$ cat src/rtl/pat_pkg.sv
// Shared encodings for the paged address translation unit.
// Assumes: access kinds and fault causes fit in two bits.
package pat_pkg;
    typedef enum logic [1:0] {
        ACC_READ  = 2'd0,
        ACC_WRITE = 2'd1,
        ACC_EXEC  = 2'd2
    } acc_t;

    typedef enum logic [1:0] {
        CAUSE_NONE    = 2'd0,
        CAUSE_INVALID = 2'd1,
        CAUSE_PROT    = 2'd2
    } cause_t;
endpackage

$ cat src/rtl/pat_base_reg.sv
// Table base register, loaded from the configuration port.
// Assumes: the software side keeps the base word aligned.
module pat_base_reg #(
    parameter int ADDR_W = 32
) (
    input  logic              clk,
    input  logic              rst_n,
    input  logic              load,
    input  logic [ADDR_W-1:0] load_val,
    output logic [ADDR_W-1:0] base
);
    // Hold the base; clear on reset, replace on load.
    always_ff @(posedge clk) begin
        if (!rst_n)    base <= '0;
        else if (load) base <= load_val;
    end
endmodule

$ cat src/rtl/pat_check.sv
// Combinational entry check: validity, permission and status update.
// Assumes: the entry fields sit just above the frame number, as set by PAGE_W.
module pat_check
    import pat_pkg::*;
#(
    parameter int DATA_W = 32,
    parameter int PAGE_W = 20
) (
    input  logic [DATA_W-1:0] entry,
    input  acc_t              kind,
    output cause_t            cause,
    output logic [DATA_W-1:0] new_entry,
    output logic              changed
);
    localparam int PROT_LO = PAGE_W;
    localparam int MOD_BIT = PAGE_W + 2;
    localparam int REF_BIT = PAGE_W + 3;
    localparam int VAL_BIT = PAGE_W + 4;

    logic [1:0] prot;
    logic       allowed;

    // Decide whether the permission field admits the access kind.
    always_comb begin
        prot = entry[PROT_LO+1:PROT_LO];
        case (kind)
            ACC_READ:  allowed = 1'b1;
            ACC_WRITE: allowed = prot[0];
            ACC_EXEC:  allowed = prot[1];
            default:   allowed = 1'b0;
        endcase
    end

    // Pick the fault cause; an invalid page outranks a permission miss.
    always_comb begin
        if (!entry[VAL_BIT])  cause = CAUSE_INVALID;
        else if (!allowed)    cause = CAUSE_PROT;
        else                  cause = CAUSE_NONE;
    end

    // Build the updated entry and flag a real change.
    always_comb begin
        new_entry = entry;
        if (kind == ACC_READ || kind == ACC_WRITE) new_entry[REF_BIT] = 1'b1;
        if (kind == ACC_WRITE)                     new_entry[MOD_BIT] = 1'b1;
        changed = (new_entry != entry);
    end
endmodule

$ cat src/rtl/pat_seq.sv
// Translation sequencer: accept, fetch entry, optional write-back, answer.
// Assumes: memory returns exactly one read response per accepted read and
// needs no response for a write.
module pat_seq
    import pat_pkg::*;
#(
    parameter int ADDR_W = 32,
    parameter int OFF_W  = 12,
    parameter int DATA_W = 32
) (
    input  logic              clk,
    input  logic              rst_n,
    input  logic [ADDR_W-1:0] base,
    input  logic              req_valid,
    output logic              req_ready,
    input  logic [ADDR_W-1:0] req_vaddr,
    input  logic [1:0]        req_kind,
    output logic              mem_req_valid,
    input  logic              mem_req_ready,
    output logic              mem_req_write,
    output logic [ADDR_W-1:0] mem_req_addr,
    output logic [DATA_W-1:0] mem_req_wdata,
    input  logic              mem_rsp_valid,
    input  logic [DATA_W-1:0] mem_rsp_rdata,
    output acc_t              chk_kind,
    input  cause_t            chk_cause,
    input  logic [DATA_W-1:0] chk_new,
    input  logic              chk_changed,
    output logic              rsp_valid,
    output logic [ADDR_W-1:0] rsp_paddr,
    output logic [1:0]        rsp_cause
);
    localparam int PAGE_W  = ADDR_W - OFF_W;
    localparam int REF_BIT = PAGE_W + 3;

    typedef enum logic [2:0] {
        S_IDLE, S_FETCH, S_WAIT, S_WB, S_RESP
    } state_t;

    state_t             st;
    logic [ADDR_W-1:0]  addr_q;
    logic [OFF_W-1:0]   off_q;
    acc_t               kind_q;
    logic [DATA_W-1:0]  entry_q;
    logic [DATA_W-1:0]  new_q;
    cause_t             cause_q;
    logic [ADDR_W-1:0]  paddr_q;

    // Advance the transaction and capture its operands and results.
    always_ff @(posedge clk) begin
        if (!rst_n) begin
            st      <= S_IDLE;
            addr_q  <= '0;
            off_q   <= '0;
            kind_q  <= ACC_READ;
            entry_q <= '0;
            new_q   <= '0;
            cause_q <= CAUSE_NONE;
            paddr_q <= '0;
        end else begin
            case (st)
                S_IDLE: if (req_valid) begin
                    addr_q <= base + ADDR_W'({req_vaddr[ADDR_W-1:OFF_W], 2'b00});
                    off_q  <= req_vaddr[OFF_W-1:0];
                    kind_q <= acc_t'(req_kind);
                    st     <= S_FETCH;
                end
                S_FETCH: if (mem_req_ready) st <= S_WAIT;
                S_WAIT: if (mem_rsp_valid) begin
                    entry_q <= mem_rsp_rdata;
                    new_q   <= chk_new;
                    cause_q <= chk_cause;
                    paddr_q <= (chk_cause == CAUSE_NONE)
                             ? {mem_rsp_rdata[PAGE_W-1:0], off_q} : '0;
                    st      <= (chk_cause == CAUSE_NONE && chk_changed) ? S_WB : S_RESP;
                end
                S_WB:   if (mem_req_ready) st <= S_RESP;
                S_RESP: st <= S_IDLE;
                default: st <= S_IDLE;
            endcase
        end
    end

    // Drive the port signals from the current state.
    always_comb begin
        req_ready     = (st == S_IDLE);
        mem_req_valid = (st == S_FETCH) || (st == S_WB);
        mem_req_write = (st == S_WB);
        mem_req_addr  = addr_q;
        mem_req_wdata = new_q;
        rsp_valid     = (st == S_RESP);
        rsp_paddr     = paddr_q;
        rsp_cause     = cause_q;
        chk_kind      = kind_q;
    end

    AST_REQ_HOLD: assert property (@(posedge clk) disable iff (!rst_n)
        mem_req_valid && !mem_req_ready |=> mem_req_valid && $stable(mem_req_addr)
            && $stable(mem_req_write) && $stable(mem_req_wdata));
    AST_RSP_PULSE: assert property (@(posedge clk) disable iff (!rst_n)
        rsp_valid |=> !rsp_valid);
    AST_WB_ONLY_CHANGE: assert property (@(posedge clk) disable iff (!rst_n)
        mem_req_valid && mem_req_write |-> mem_req_wdata != entry_q);
    AST_WB_NO_FAULT: assert property (@(posedge clk) disable iff (!rst_n)
        mem_req_valid && mem_req_write |-> cause_q == CAUSE_NONE);
    AST_WB_SETS_REF: assert property (@(posedge clk) disable iff (!rst_n)
        mem_req_valid && mem_req_write |-> mem_req_wdata[REF_BIT]);
    AST_CAUSE_LEGAL: assert property (@(posedge clk) disable iff (!rst_n)
        rsp_valid |-> rsp_cause != 2'd3);
    AST_FAULT_NO_ADDR: assert property (@(posedge clk) disable iff (!rst_n)
        rsp_valid && rsp_cause != 2'd0 |-> rsp_paddr == '0);
endmodule

$ cat src/rtl/pat_unit.sv
// Paged address translation unit top: base register, sequencer, entry check.
// Assumes: one translation in flight; the table is a flat array of 32-bit entries.
module pat_unit
    import pat_pkg::*;
#(
    parameter int ADDR_W = 32,
    parameter int OFF_W  = 12,
    parameter int DATA_W = 32
) (
    input  logic              clk,
    input  logic              rst_n,
    input  logic              cfg_load,
    input  logic [ADDR_W-1:0] cfg_base,
    input  logic              req_valid,
    output logic              req_ready,
    input  logic [ADDR_W-1:0] req_vaddr,
    input  logic [1:0]        req_kind,
    output logic              mem_req_valid,
    input  logic              mem_req_ready,
    output logic              mem_req_write,
    output logic [ADDR_W-1:0] mem_req_addr,
    output logic [DATA_W-1:0] mem_req_wdata,
    input  logic              mem_rsp_valid,
    input  logic [DATA_W-1:0] mem_rsp_rdata,
    output logic              rsp_valid,
    output logic [ADDR_W-1:0] rsp_paddr,
    output logic [1:0]        rsp_cause
);
    localparam int PAGE_W = ADDR_W - OFF_W;

    logic [ADDR_W-1:0] base;
    acc_t              chk_kind;
    cause_t            chk_cause;
    logic [DATA_W-1:0] chk_new;
    logic              chk_changed;

    pat_base_reg #(.ADDR_W(ADDR_W)) u_base (
        .clk(clk), .rst_n(rst_n), .load(cfg_load), .load_val(cfg_base), .base(base)
    );

    pat_check #(.DATA_W(DATA_W), .PAGE_W(PAGE_W)) u_check (
        .entry(mem_rsp_rdata), .kind(chk_kind), .cause(chk_cause),
        .new_entry(chk_new), .changed(chk_changed)
    );

    pat_seq #(.ADDR_W(ADDR_W), .OFF_W(OFF_W), .DATA_W(DATA_W)) u_seq (
        .clk(clk), .rst_n(rst_n), .base(base),
        .req_valid(req_valid), .req_ready(req_ready),
        .req_vaddr(req_vaddr), .req_kind(req_kind),
        .mem_req_valid(mem_req_valid), .mem_req_ready(mem_req_ready),
        .mem_req_write(mem_req_write), .mem_req_addr(mem_req_addr),
        .mem_req_wdata(mem_req_wdata),
        .mem_rsp_valid(mem_rsp_valid), .mem_rsp_rdata(mem_rsp_rdata),
        .chk_kind(chk_kind), .chk_cause(chk_cause),
        .chk_new(chk_new), .chk_changed(chk_changed),
        .rsp_valid(rsp_valid), .rsp_paddr(rsp_paddr), .rsp_cause(rsp_cause)
    );

    AST_RESET_IDLE: assert property (@(posedge clk)
        !rst_n |=> req_ready && !mem_req_valid && !rsp_valid);
endmodule

$ cat config.mk
export PLATFORM = sky130hd
export DESIGN_NAME = pat_unit
export DESIGN_NICKNAME = d
export VERILOG_FILES = /design/src/rtl/pat_pkg.sv /design/src/rtl/pat_base_reg.sv /design/src/rtl/pat_check.sv /design/src/rtl/pat_seq.sv /design/src/rtl/pat_unit.sv
export SDC_FILE = /design/constraint.sdc
export NUM_CORES = 1
export LEC_CHECK = 0
export BUFFER_PORTS_ARGS = -buffer_cell sky130_fd_sc_hd__buf_4
export CAP_MARGIN = 20
export CELL_PAD_IN_SITES_DETAIL_PLACEMENT = 0
export CELL_PAD_IN_SITES_GLOBAL_PLACEMENT = 1
export CORE_ASPECT_RATIO = 0.5
export CORE_UTILIZATION = 40
export DETAILED_ROUTE_END_ITERATION = 10
export PLACE_DENSITY = 0.88
export SETUP_SLACK_MARGIN = 0.5
export SYNTH_ARGS = -nofsm -noshare
export SYNTH_HDL_FRONTEND = slang
export SYNTH_SLANG_ARGS = --single-unit
$ cat constraint.sdc
create_clock -name clk -period 3.45 [get_ports clk]
set_input_delay 0.345 -clock clk [delete_from_list [all_inputs] [get_ports clk]]
set_output_delay 0.345 -clock clk [all_outputs]
set_load 0.02 [all_outputs]
Yosys cells after proc, flatten, opt, wreduce, memory -nomap -nowiden
Cells that the tools add are included.
Widths: inputs -> output; s select.
{"block": "totals", "reg_bits": 147, "in_bits": 104, "word_cells": 41, "out_inout_bits": 102}
{"block": "classes", "reduce_logical": 9, "mux": 12, "add_sub_neg": 1, "n_eq_ne": 11}
{"op": "$add 32x22->32", "n": 1}
{"op": "$mux 32", "n": 1}
{"op": "$mux 3", "n": 5}
{"op": "$pmux 3 s4", "n": 1}
{"op": "$ne 2x2->1 const B", "n": 4}
{"op": "$eq 3x2->1 const B", "n": 2}
{"op": "$logic_not 2->1", "n": 2}
{"op": "$mux 2", "n": 2}
{"op": "$reduce_and 2->1", "n": 2}
{"op": "$reduce_and 4->1", "n": 1}
{"op": "$eq 3x1->1 const B", "n": 1}
{"op": "$eq 3x3->1 const B", "n": 1}
{"op": "$logic_not 3->1", "n": 1}
{"op": "$pmux 1 s3", "n": 1}
{"op": "$eq 2x1->1 const B", "n": 1}
{"op": "$eq 2x2->1 const B", "n": 1}
{"op": "$logic_or 1x1->1", "n": 2}
{"op": "$mux 1", "n": 2}
{"op": "$ne 2x2->1", "n": 1}
{"op": "$logic_and 1x1->1", "n": 1}

Longest topological paths before layout
Gate-level depths: netlist (run 1).
{"block": "logic_depth", "word_depth": 9, "ltp_mapped": 9, "ltp_nobuf": 8}

Cells and area by module
From an unflattened synthesis (run 1), not the netlist that was laid out.
{"block": "hier_totals", "hier_cells": 827, "area_unflattened_um2": 6862.8}
{"module": "pat_seq", "seq_area_each_um2": 2302.2, "instances": 1, "area_per_inst_um2": 5333.9, "cells_each": 685}
{"module": "pat_base_reg", "seq_area_each_um2": 640.6, "instances": 1, "area_per_inst_um2": 1243.7, "cells_each": 103}
{"module": "pat_check", "seq_area_each_um2": 0.0, "instances": 1, "area_per_inst_um2": 285.3, "cells_each": 39}

Worst setup path after synthesis (run 1)
Ideal clock, no wire load.
{"block": "synth_path", "kind": "input to register", "startpoint": "input port req_vaddr[12]", "endpoint": "register u_seq.addr_q[28], in the netlist u_seq.mem_req_addr[28]", "required_ns": 3.335, "arrival_ns": 2.066, "setup_time_ns": 0.115, "slack_ns": 1.268, "cell_stages": 8, "path_cell_list": "ha_1 > fa_1 > a21oi_1 > a2bb2oi_1 > a21oi_1 > o2bb2ai_1 > or3_1 > and3_1"}
{"block": "synth_between", "elab_chain_len": 1}
{"item": "from (decl)", "line": "pat_unit.sv:16", "source": "input logic [ADDR_W-1:0] req_vaddr,"}
{"item": "$add 32x22->32", "line": "pat_seq.sv:63", "source": "addr_q <= base + ADDR_W'({req_vaddr[ADDR_W-1:OFF_W], 2'b00});"}
{"item": "to (signal assigned)", "line": "pat_seq.sv:63"}
{"item": "to (decl)", "line": "pat_seq.sv:41", "source": "logic [ADDR_W-1:0] addr_q;"}
Every way passes these cells.
A chain may end at the register's enable or synchronous reset.

Worst setup path in the final report (run 1)
{"block": "layout_path", "startpoint": "register u_base.base[2]", "endpoint": "register u_seq.addr_q[28], in the netlist u_seq.mem_req_addr[28]"}
{"block": "layout_between", "elab_chain_len": 1}
{"item": "from (decl)", "line": "pat_base_reg.sv:10", "source": "output logic [ADDR_W-1:0] base"}
{"item": "from (signal assigned)", "line": "pat_base_reg.sv:15", "source": "else if (load) base <= load_val;"}
{"item": "$add 32x22->32", "line": "pat_seq.sv:63"}
Every way passes these cells.

==> metrics.txt, run 1 <==
Comb pwr share=0.156; P per Cell Area=between 400 and 500 mW/mm^2; R2R depth=8; Synth cell types=a little over 60; top cells by area, synth=dfxtp_1 (44%), nand2_1 (8.6%), a21oi_1 (7.9%); Post-Synthesis Cell Area=0.00675 mm^2; final setup fails=0; Starting Density=0.411; via count=between 6000 and 7000; number of global-route vias before repair=5880; GP Congestion=0.840; Yosys warning total=0; RSZ-0062 raised after global routing=false; Ports=206; die width=186 um; XOR/XNOR Fraction of Synth Area=0.00908; worst-path cell chain=ha_1 -> fa_1 -> a21oi_1 -> a2bb2oi_1 -> a21oi_1 -> o2bb2ai_1 -> or3_1 -> and3_1; worst-path fanout max=12; Max transition margin=0.358; CP dominant cell by count=a21oi_1; CP max-delay cell=fa_1; outcome=finished, final reports clean; worst skew pair latency=between 0.4 and 0.5 ns; Vias per Instance=5.27; initial antenna violation count=0; Synth Area in Adders=0.0400; diode count=0; synthesis-stage register bit count=147; sequential share of power=0.415; # Max-Cap Violations=0; crit path to=u_seq.mem_req_addr[28]; clk sink count=147; P_sw=1.24 mW; Congestion Overflow GR=0; Die Ht=93.9 um; first-pass GRT wire length=between 20 and 30 mm; CP startpoint kind=flip-flop; share of cells above drive strength 1=0.258; CTS Hold Bufs=0; CTS tree=yes; crit path time final=2.73 ns; top-area cell type share of the netlist area=0.436; post-CTS sizing=0; Final TNS setup=0 ns; part of the power in the clock network=0.430; cts bufs inserted=17; dpl hpwl=around 14 mm; Tightest Pin Transition=around 0.96 ns; CORE AREA=0.0164 mm^2; Area Overhead vs Synth=33.7%; die area=0.0174 mm^2; post-synthesis simple-gate area fraction=0.230; input/output buffers=205; mux share of post-synthesis cell area=0.0489; Avg WL per Cell=15.5 um; nets@finish=1126; main flop type after synthesis=dfxtp_1; final wirelength=19.2 mm; switching fraction of total power=0.280; CTS Root Cell=clkbuf_16; num rows=33; Mapped Cells=827; Slew Viols, Final=0; worst min-delay path category=primary input to flip-flop; worst r2r src=u_base.base[2]; drt first pass iters=4; f_max=366 MHz; total leakage power=3.79 nW; Crit. Startpoint=u_base.base[2]; Reg clk slew, reported paths=0.07 ns; Tot Pwr=4.43 mW; CP peak stage delay=approximately 0.44 ns; Tcrit/Tclk final=0.791; critical setup path kind=flip-flop to flip-flop; largest family of logic cells by synthesized area=simple AND/OR/NAND/NOR gates; Total GRT Usage=0.219; commonest non-fill, non-tap cells in the layout=buf_4 (212), nand2_1 (154), dfxtp_1 (147), a21oi_1 (106), nor2_1 (69); Seq/Total Area, Yosys=0.436; Synth area leader=dfxtp_1; Worst EP arrival=3.04 ns; largest net degree at the start of global routing=88; Peak VDD IR=339 uV; worst path required time=approximately 3.8 ns; # Post-CTS Setup Buffers=0; Critical R2R Capture=u_seq.mem_req_addr[28]; post-route ant nets=0; Compound-Gate Fraction of Synth Area=0.194; reg2reg setup slack=0.72 ns; average size of a mapped cell=8.16 um^2; EDFF count, synth=0; internal power consumption=3.19 mW; Layout Skew=0.0129 ns; CTS Buffer Depth=2; Worst Setup End Kind=flip-flop; commonest non-fill, non-tap cell in the layout=buf_4; Synthesized Nets=roughly 950; # H-tree levels=4; initial DRC count=262; final hold violation count=0; Post-synth ARST share=0; DRC=0
-- cells in the mapped netlist, drive strengths merged, types with 5 or more instances --
cell,count
o211ai,9
nand4,8
and3,8
and2,5
nand4b,5
a31oi,6
a211o,7
a21o,5
nor3,14
nand2,155
nor2,69
buf,23
nand3,41
mux2i,33
or3,6
a22oi,13
a211oi,12
xnor2,6
ha,20
clkbuf,35
nor2b,7
dfxtp,147
inv,11
and4,5
a21oi,107
o21ai,24
-- flip-flops by register name, indices dropped and copies added (netlist names) --
signal,count
u_base.base,32
u_seq.mem_req_addr,32
u_seq.mem_req_wdata,32
u_seq.rsp_paddr,32
u_seq.off_q,12
u_seq.st,3
u_seq.chk_kind,2
u_seq.rsp_cause,2
-- worst max-delay path: cells and delay by family (launching register included) --
kind / cells / cell delay (ns)
AO/OA/AOI/OAI: 4 / 1.04
adder cells (fa/ha/maj): 2 / 0.65
AND/OR/NAND/NOR: 2 / 0.60
flip-flops: 1 / 0.32
-- layer usage --
layer | wire, um | global-route usage | share of wire | vias to the layer above
met1 | 8960 | 0.284 | 0.47 | 3074
met3 | 1050 | 0.0450 | 0.055 | 21
met4 | 203 | 0.0669 | 0.011 | 0
li1 | - | - | - | 3268
met5 | 0 | 0 | 0 | -
met2 | 8970 | 0.365 | 0.47 | 173
-- per-stage QoR --
| stage | utilization | setup slack (ns) | hold slack (ns) | std cells | area (um^2) |
|---|---|---|---|---|---|
| 2_1_floorplan | - | 1.27 | 0.431 | 827 | 6750 |
| 3_3_place_gp | 0.511 | 0.648 | 0.436 | 1208 | 8400 |
| 3_5_place_dp | 0.511 | 0.621 | 0.445 | 1208 | 8400 |
| 4_1_cts | 0.548 | 0.757 | 0.128 | 1240 | 9010 |
| 5_1_grt | 0.549 | 0.597 | 0.134 | 1241 | 9030 |
| 6_report | 0.549 | 0.720 | 0.141 | 1241 | 9030 |
-- how the worst min path moves through the flow --
stage	start	end	slack [ns]	cells after the start
after detailed placement	u_seq.mem_req_addr[5]	u_seq.mem_req_addr[5]	0.45	2
after CTS	mem_req_ready	u_seq.st[0]	0.13	2
after global routing	mem_req_ready	u_seq.st[0]	0.13	2
after global placement	u_base.base[0]	u_seq.mem_req_addr[0]	0.44	2
after floorplan	u_base.base[0]	u_seq.mem_req_addr[0]	0.43	2
final	mem_req_ready	u_seq.st[0]	0.14	2
-- logic make-up (layout without fill, tap and decap cells) --
kind of cell / count (synthesis) / count (layout)
and+or+nand+nor: 340 / 340
AOI/OAI and AO/OA: 210 / 210
DFF: 147 / 147
buffers and inverters: 69 / 256
muxes: 33 / 33
adders and majority gates: 21 / 21
xor gates and xnor gates: 7 / 7
-- layout make-up --
| cell class | instances | area [um^2] |
|---|---|---|
| Sequential cell | 147 | 2940 |
| Tap cell | 227 | 284 |
| Timing Repair Buffer | 213 | 1610 |
| Fill cell | 1601 | 7410 |
| Clock inverter | 12 | 148 |
| Multi-Input combinational cell | 611 | 3540 |
| Inverter | 11 | 43.8 |
| Clock buffer | 20 | 457 |
-- power groups by stage --
stage               sequential (mW)  clock [mW]  combinational, mW
floorplan                      1.91           0              0.377
global placement               1.87           0              0.678
detailed placement             1.88           0              0.687
CTS                            1.84        1.95              0.690
global route                   1.85        2.03              0.756
finish                         1.84        1.91              0.690
(Power assumes the default switching activity.)
==> run 2: changes to the inputs <==
CORE_UTILIZATION = 34   (was 40)
PLACE_DENSITY = 0.8   (was 0.88)
clock period = 2.4 ns   (was 3.45 ns; I/O delays follow)
==> metrics.txt, run 2 (synthesis results as in run 1) <==
number of global-route vias before repair=6063 (+3.1%); crit path time final=2.12 ns (-0.605 ns); die width=201 um (+8.4%); worst r2r src=u_base.base[2]; Peak VDD IR=395 uV (+16%); Ports=206 (unchanged); cts bufs inserted=17 (unchanged); share of cells above drive strength 1=0.330 (+0.0721); dpl cells=1259 (+4.2%); CTS Hold Bufs=0 (unchanged); met2 WL=9.45 mm (+5.3%); Max transition margin=0.608 (+0.250); design area=0.00968 mm^2 (+7.2%); largest net degree at the start of global routing=85 (-3.4%); Reg clk slew, reported paths=0.07 ns (about the same); worst-path cell chain=ha_4 -> fa_2 -> a21oi_4 -> a2bb2oi_2 -> a21oi_2 -> o2bb2ai_4 -> or3_1 -> and3_1; drt first pass iters=4 (unchanged); Starting Density=0.347 (-0.0639); final setup fails=0 (unchanged); met1 wire length=9.73 mm (+8.5%); final worst slack=0.275 ns (-0.445 ns); Placed Instance Area=0.00861 mm^2 (+2.5%); Total GRT Usage=0.194 (-0.0251); Tcrit/Tclk final=0.885 (+0.0941); CORE AREA=0.0195 mm^2 (+18%); Congestion Overflow GR=0 (unchanged); commonest non-fill, non-tap cell in the layout=buf_4; first-pass GRT wire length=31.3 mm (+4.7%); clk sink count=147 (unchanged); WP buf/inv=0 (unchanged); die area=0.0205 mm^2 (+17%); diode count=0 (unchanged); DRC=0 (unchanged); # Max-Cap Violations=0 (unchanged); via count=6563 (+0.41%); hold path start=mem_req_ready; CTS Root Cell=clkbuf_16; CP startpoint kind=flip-flop; critical setup path kind=flip-flop to flip-flop; cell family with most CP delay=compound AO/OA/AOI/OAI gates; outcome=finished, final reports clean; dpl hpwl=14.0 mm (+3.0%); initial antenna violation count=0 (unchanged); Slew Viols, Final=0 (unchanged); CTS Buffer Depth=2 (unchanged); DR WL met3=865 um (-18%); CP max-delay cell=fa_2; fill count=1919 (+20%); # H-tree levels=4 (unchanged); num rows=36 (+9.1%); GP Congestion=0.838 (-0.29%); input/output buffers=205 (unchanged); Worst Setup End Kind=flip-flop; post-route ant nets=0 (unchanged); CTS tree=yes; Final Util=0.497 (-0.0518); WHS=0.0334 ns (-0.107 ns); final wirelength=20.4 mm (+6.1%); Area Overhead vs Synth=43.4%; CP peak stage delay=0.39 ns (-0.05 ns); Avg WL per Cell=15.6 um (+0.78%); Max Used Layer=met4; initial DRC count=315 (+20%); Die Ht=102 um (+8.3%); Tot Pwr=6.37 mW (+44%); final hold violation count=0 (unchanged); Layout Skew=0.00943 ns (-0.00350 ns); worst skew pair latency=0.42 ns (about the same); P per Cell Area=658 mW/mm^2 (+34%); worst path required time=2.72 ns (-1.04 ns); Vias per Instance=5.02 (-4.7%); RSZ-0062 raised after global routing=true; worst min-delay path category=primary input to flip-flop; Final TNS setup=0 ns (unchanged); Worst EP arrival=2.45 ns (-0.59 ns); total leakage power=3.93 nW (+3.6%); f_max=471 MHz (+28%); Crit. Startpoint=u_base.base[2]; commonest non-fill, non-tap cells in the layout=buf_4 (233), nand2_1 (154), dfxtp_1 (139), a21oi_1 (97), nor2_1 (67); fin cells=1307 (+5.3%); worst-path fanout max=5 (-7); pre-CTS worst setup slack=0.0316 ns (-0.589 ns); nets@finish=1154 (+2.5%); Tightest Pin Transition=0.588 ns (-0.375 ns)
## run 2: cell count changes in the layout (fill, tap and decap cells not counted), sizes merged
cell | before | now
clkinv | 2 | 6
buf | 213 | 241
bufinv | 2 | 1
clkbuf | 20 | 19
inv | 15 | 12
## run 2: metal layers
layer	track usage	vias to the layer above
met2	0.308	163
met5	0	-
met3	0.0438	24
li1	-	3319
met4	0.0798	0
met1	0.256	3057
## run 2: path summary, 6_finish.rpt
path | end | slack (ns) | cells past startpoint
hold / removal | u_seq.st[0] | 0.03 | 2
setup / recovery | u_seq.mem_req_addr[28] | 0.28 | 8
setup reg to reg | u_seq.mem_req_addr[28] | 0.28 | 8
hold reg to reg | u_seq.rsp_paddr[23] | 0.45 | 2
## run 2: final cells by class
cell class / instances / area, um^2 / area share
well taps: 266 / 333 / 0.0344
flip-flops and latches: 147 / 2950 / 0.305
inverters: 11 / 43.8 / 0.00452
clock inverters: 12 / 110 / 0.0114
multi-input cells: 611 / 3950 / 0.408
repair buffers: 241 / 1850 / 0.191
clock buffers: 19 / 443 / 0.0458
## run 2: power breakdown
group | internal [mW] | switching, mW
clock network | 1.45 | 1.09
registers | 2.56 | 0.0911
logic | 0.535 | 0.647
total | 4.54 | 1.83
## run 2: timing repair
item | CTS | global route
gates cloned | 0 | 0
pin swaps | 26 | 18
setup buffers | 9 | 8
setup endpoints to repair | 23 | 64
gates resized for setup | 45 | 30
==> run 3: changes to the inputs <==
CORE_UTILIZATION = 35   (was 34)
CTS_BUF_LIST = sky130_fd_sc_hd__clkbuf_4   (was unset)
PLACE_DENSITY = 0.82   (was 0.8)
==> metrics.txt, run 3 (synthesis results as in run 1) <==
outcome=finished, final reports clean; # Max-Cap Violations=0 (unchanged); Area Overhead vs Synth=51.1%; post-route ant nets=0 (unchanged); GP Congestion=0.834 (-0.44%); initial DRC count=299 (-5.1%); CTS tree=yes; final worst slack=0.212 ns (-0.0631 ns); total leakage power=4.17 nW (+6.1%); Worst EP arrival=2.62 ns (+0.17 ns); diode count=0 (unchanged); Crit. Startpoint=u_base.base[2]; CORE AREA=0.0187 mm^2 (-4.1%); Total GRT Usage=0.205 (+0.0112); final hold violation count=0 (unchanged); Avg WL per Cell=15.1 um (-2.9%); Tightest Pin Transition=0.594 ns (+0.00628 ns); worst skew pair latency=0.55 ns (+0.13 ns); pre-CTS worst setup slack=0.0452 ns (+0.0136 ns); Congestion Overflow GR=0 (unchanged); Final TNS setup=0 ns (unchanged); Peak VDD IR=251 uV (-36%); nets@finish=1233 (+6.8%); RSZ-0062 raised after global routing=true; CP max-delay cell=fa_2; Starting Density=0.362 (+0.0149); num rows=35 (-2.8%); largest net degree at the start of global routing=99 (+16%); commonest non-fill, non-tap cells in the layout=buf_4 (231), nand2_1 (153), dfxtp_1 (139), a21oi_1 (99), dlygate4sd3_1 (82); Die Ht=100 um (-1.4%); Layout Skew=0.0260 ns (+0.0165 ns); worst-path cell chain=ha_4 -> fa_2 -> a21oi_4 -> a2bb2oi_2 -> a21oi_2 -> o2bb2ai_4 -> or3_1 -> and3_1; final setup fails=0 (unchanged); number of global-route vias before repair=6394 (+5.5%); CP peak stage delay=0.44 ns (+0.05 ns); worst min-delay path category=primary input to flip-flop; CP startpoint kind=flip-flop; Max transition margin=0.604 (-0.00419); DRC=0 (unchanged); Slew Viols, Final=0 (unchanged); commonest non-fill, non-tap cell in the layout=buf_4; # H-tree levels=4 (unchanged); worst path required time=2.84 ns (+0.12 ns); cts bufs inserted=17 (unchanged); Reg clk slew, reported paths=0.15 ns (+0.08 ns); drt first pass iters=6 (+2); critical setup path kind=flip-flop to flip-flop; Final Util=0.547 (+0.0495); via count=6989 (+6.5%); Vias per Instance=5.07 (+0.93%); die area=0.0199 mm^2 (-2.8%); clk sink count=147 (unchanged); die width=198 um (-1.4%); worst r2r src=u_base.base[2]; hold path start=rst_n; dpl hpwl=14.0 mm (about the same); input/output buffers=205 (unchanged); share of cells above drive strength 1=0.305 (-0.0251); Worst Setup End Kind=flip-flop; f_max=457 MHz (-2.9%); final wirelength=20.9 mm (+2.4%); P per Cell Area=544 mW/mm^2 (-17%); first-pass GRT wire length=32.2 mm (+2.9%); crit path time final=2.19 ns (+0.0631 ns); Ports=206 (unchanged); fill count=1789 (-6.8%); Tcrit/Tclk final=0.912 (+0.0263); CTS Root Cell=clkbuf_4; initial antenna violation count=0 (unchanged); worst-path fanout max=6 (+1); CTS Buffer Depth=2 (unchanged)
==> run 3: repair_timing <==
item,4_1_cts,5_1_grt
hold buffers,82,0
hold endpoints to repair,102,0
setup buffers,6,9
pin swaps,21,22
endpoints found under the setup margin,23,99
resized for setup,33,39
==> run 3: cell type report <==
cell class,count,area [um^2],share of cell area
clock buffers,18,135,0.0132
clock inverters,13,151,0.0148
inverters,11,43.8,0.00429
multi-input cells,611,3950,0.387
flip-flops and latches,147,2950,0.289
well taps,259,324,0.0318
repair buffers,320,2650,0.260
==> run 3: final timing paths <==
check                                end  slack [ns]  depth (start not counted)
setup / recovery  u_seq.mem_req_addr[28]        0.21                          8
hold / removal    u_seq.mem_req_addr[23]        0.12                          3
setup reg to reg  u_seq.mem_req_addr[28]        0.21                          8
hold reg to reg    u_seq.mem_req_addr[0]        0.44                          2
==> run 3: where the power goes <==
part	switching, mW	total (mW)	internal (mW)
Clock	0.982	1.63	0.643
Sequential	0.0890	2.65	2.56
Combinational	0.661	1.28	0.615
Total	1.73	5.55	3.82
==> run 3: worst max-delay path, delay by kind of cell (launching register included) <==
kind	cells	cell delay (ns)
AND/OR/NAND/NOR	2	0.49
adder cells (fa/ha/maj)	2	0.60
AO/OA/AOI/OAI	4	0.61
flip-flops	1	0.36
==> run 3: through the flow <==
step	std cells	cell area, um^2	hold slack, ns	total power, mW
finish	1379	10200	0.115	5.55
global route	1379	10200	0.0959	5.84
CTS	1370	9940	0.0526	5.55
detailed placement	1251	8610	0.446	3.73
global placement	1251	8610	0.436	3.72
floorplan	827	6810	0.350	3.30
==> run 3: metal layers <==
layer  share of wire  vias to the layer above  wire (um)  GRT usage
met3           0.051                       34       1060     0.0370
met4           0.019                        0        397     0.0793
met2            0.48                      178      10100      0.346
met5               0                        -          0          0
met1            0.45                     3301       9350      0.262
li1                -                     3476          -          -
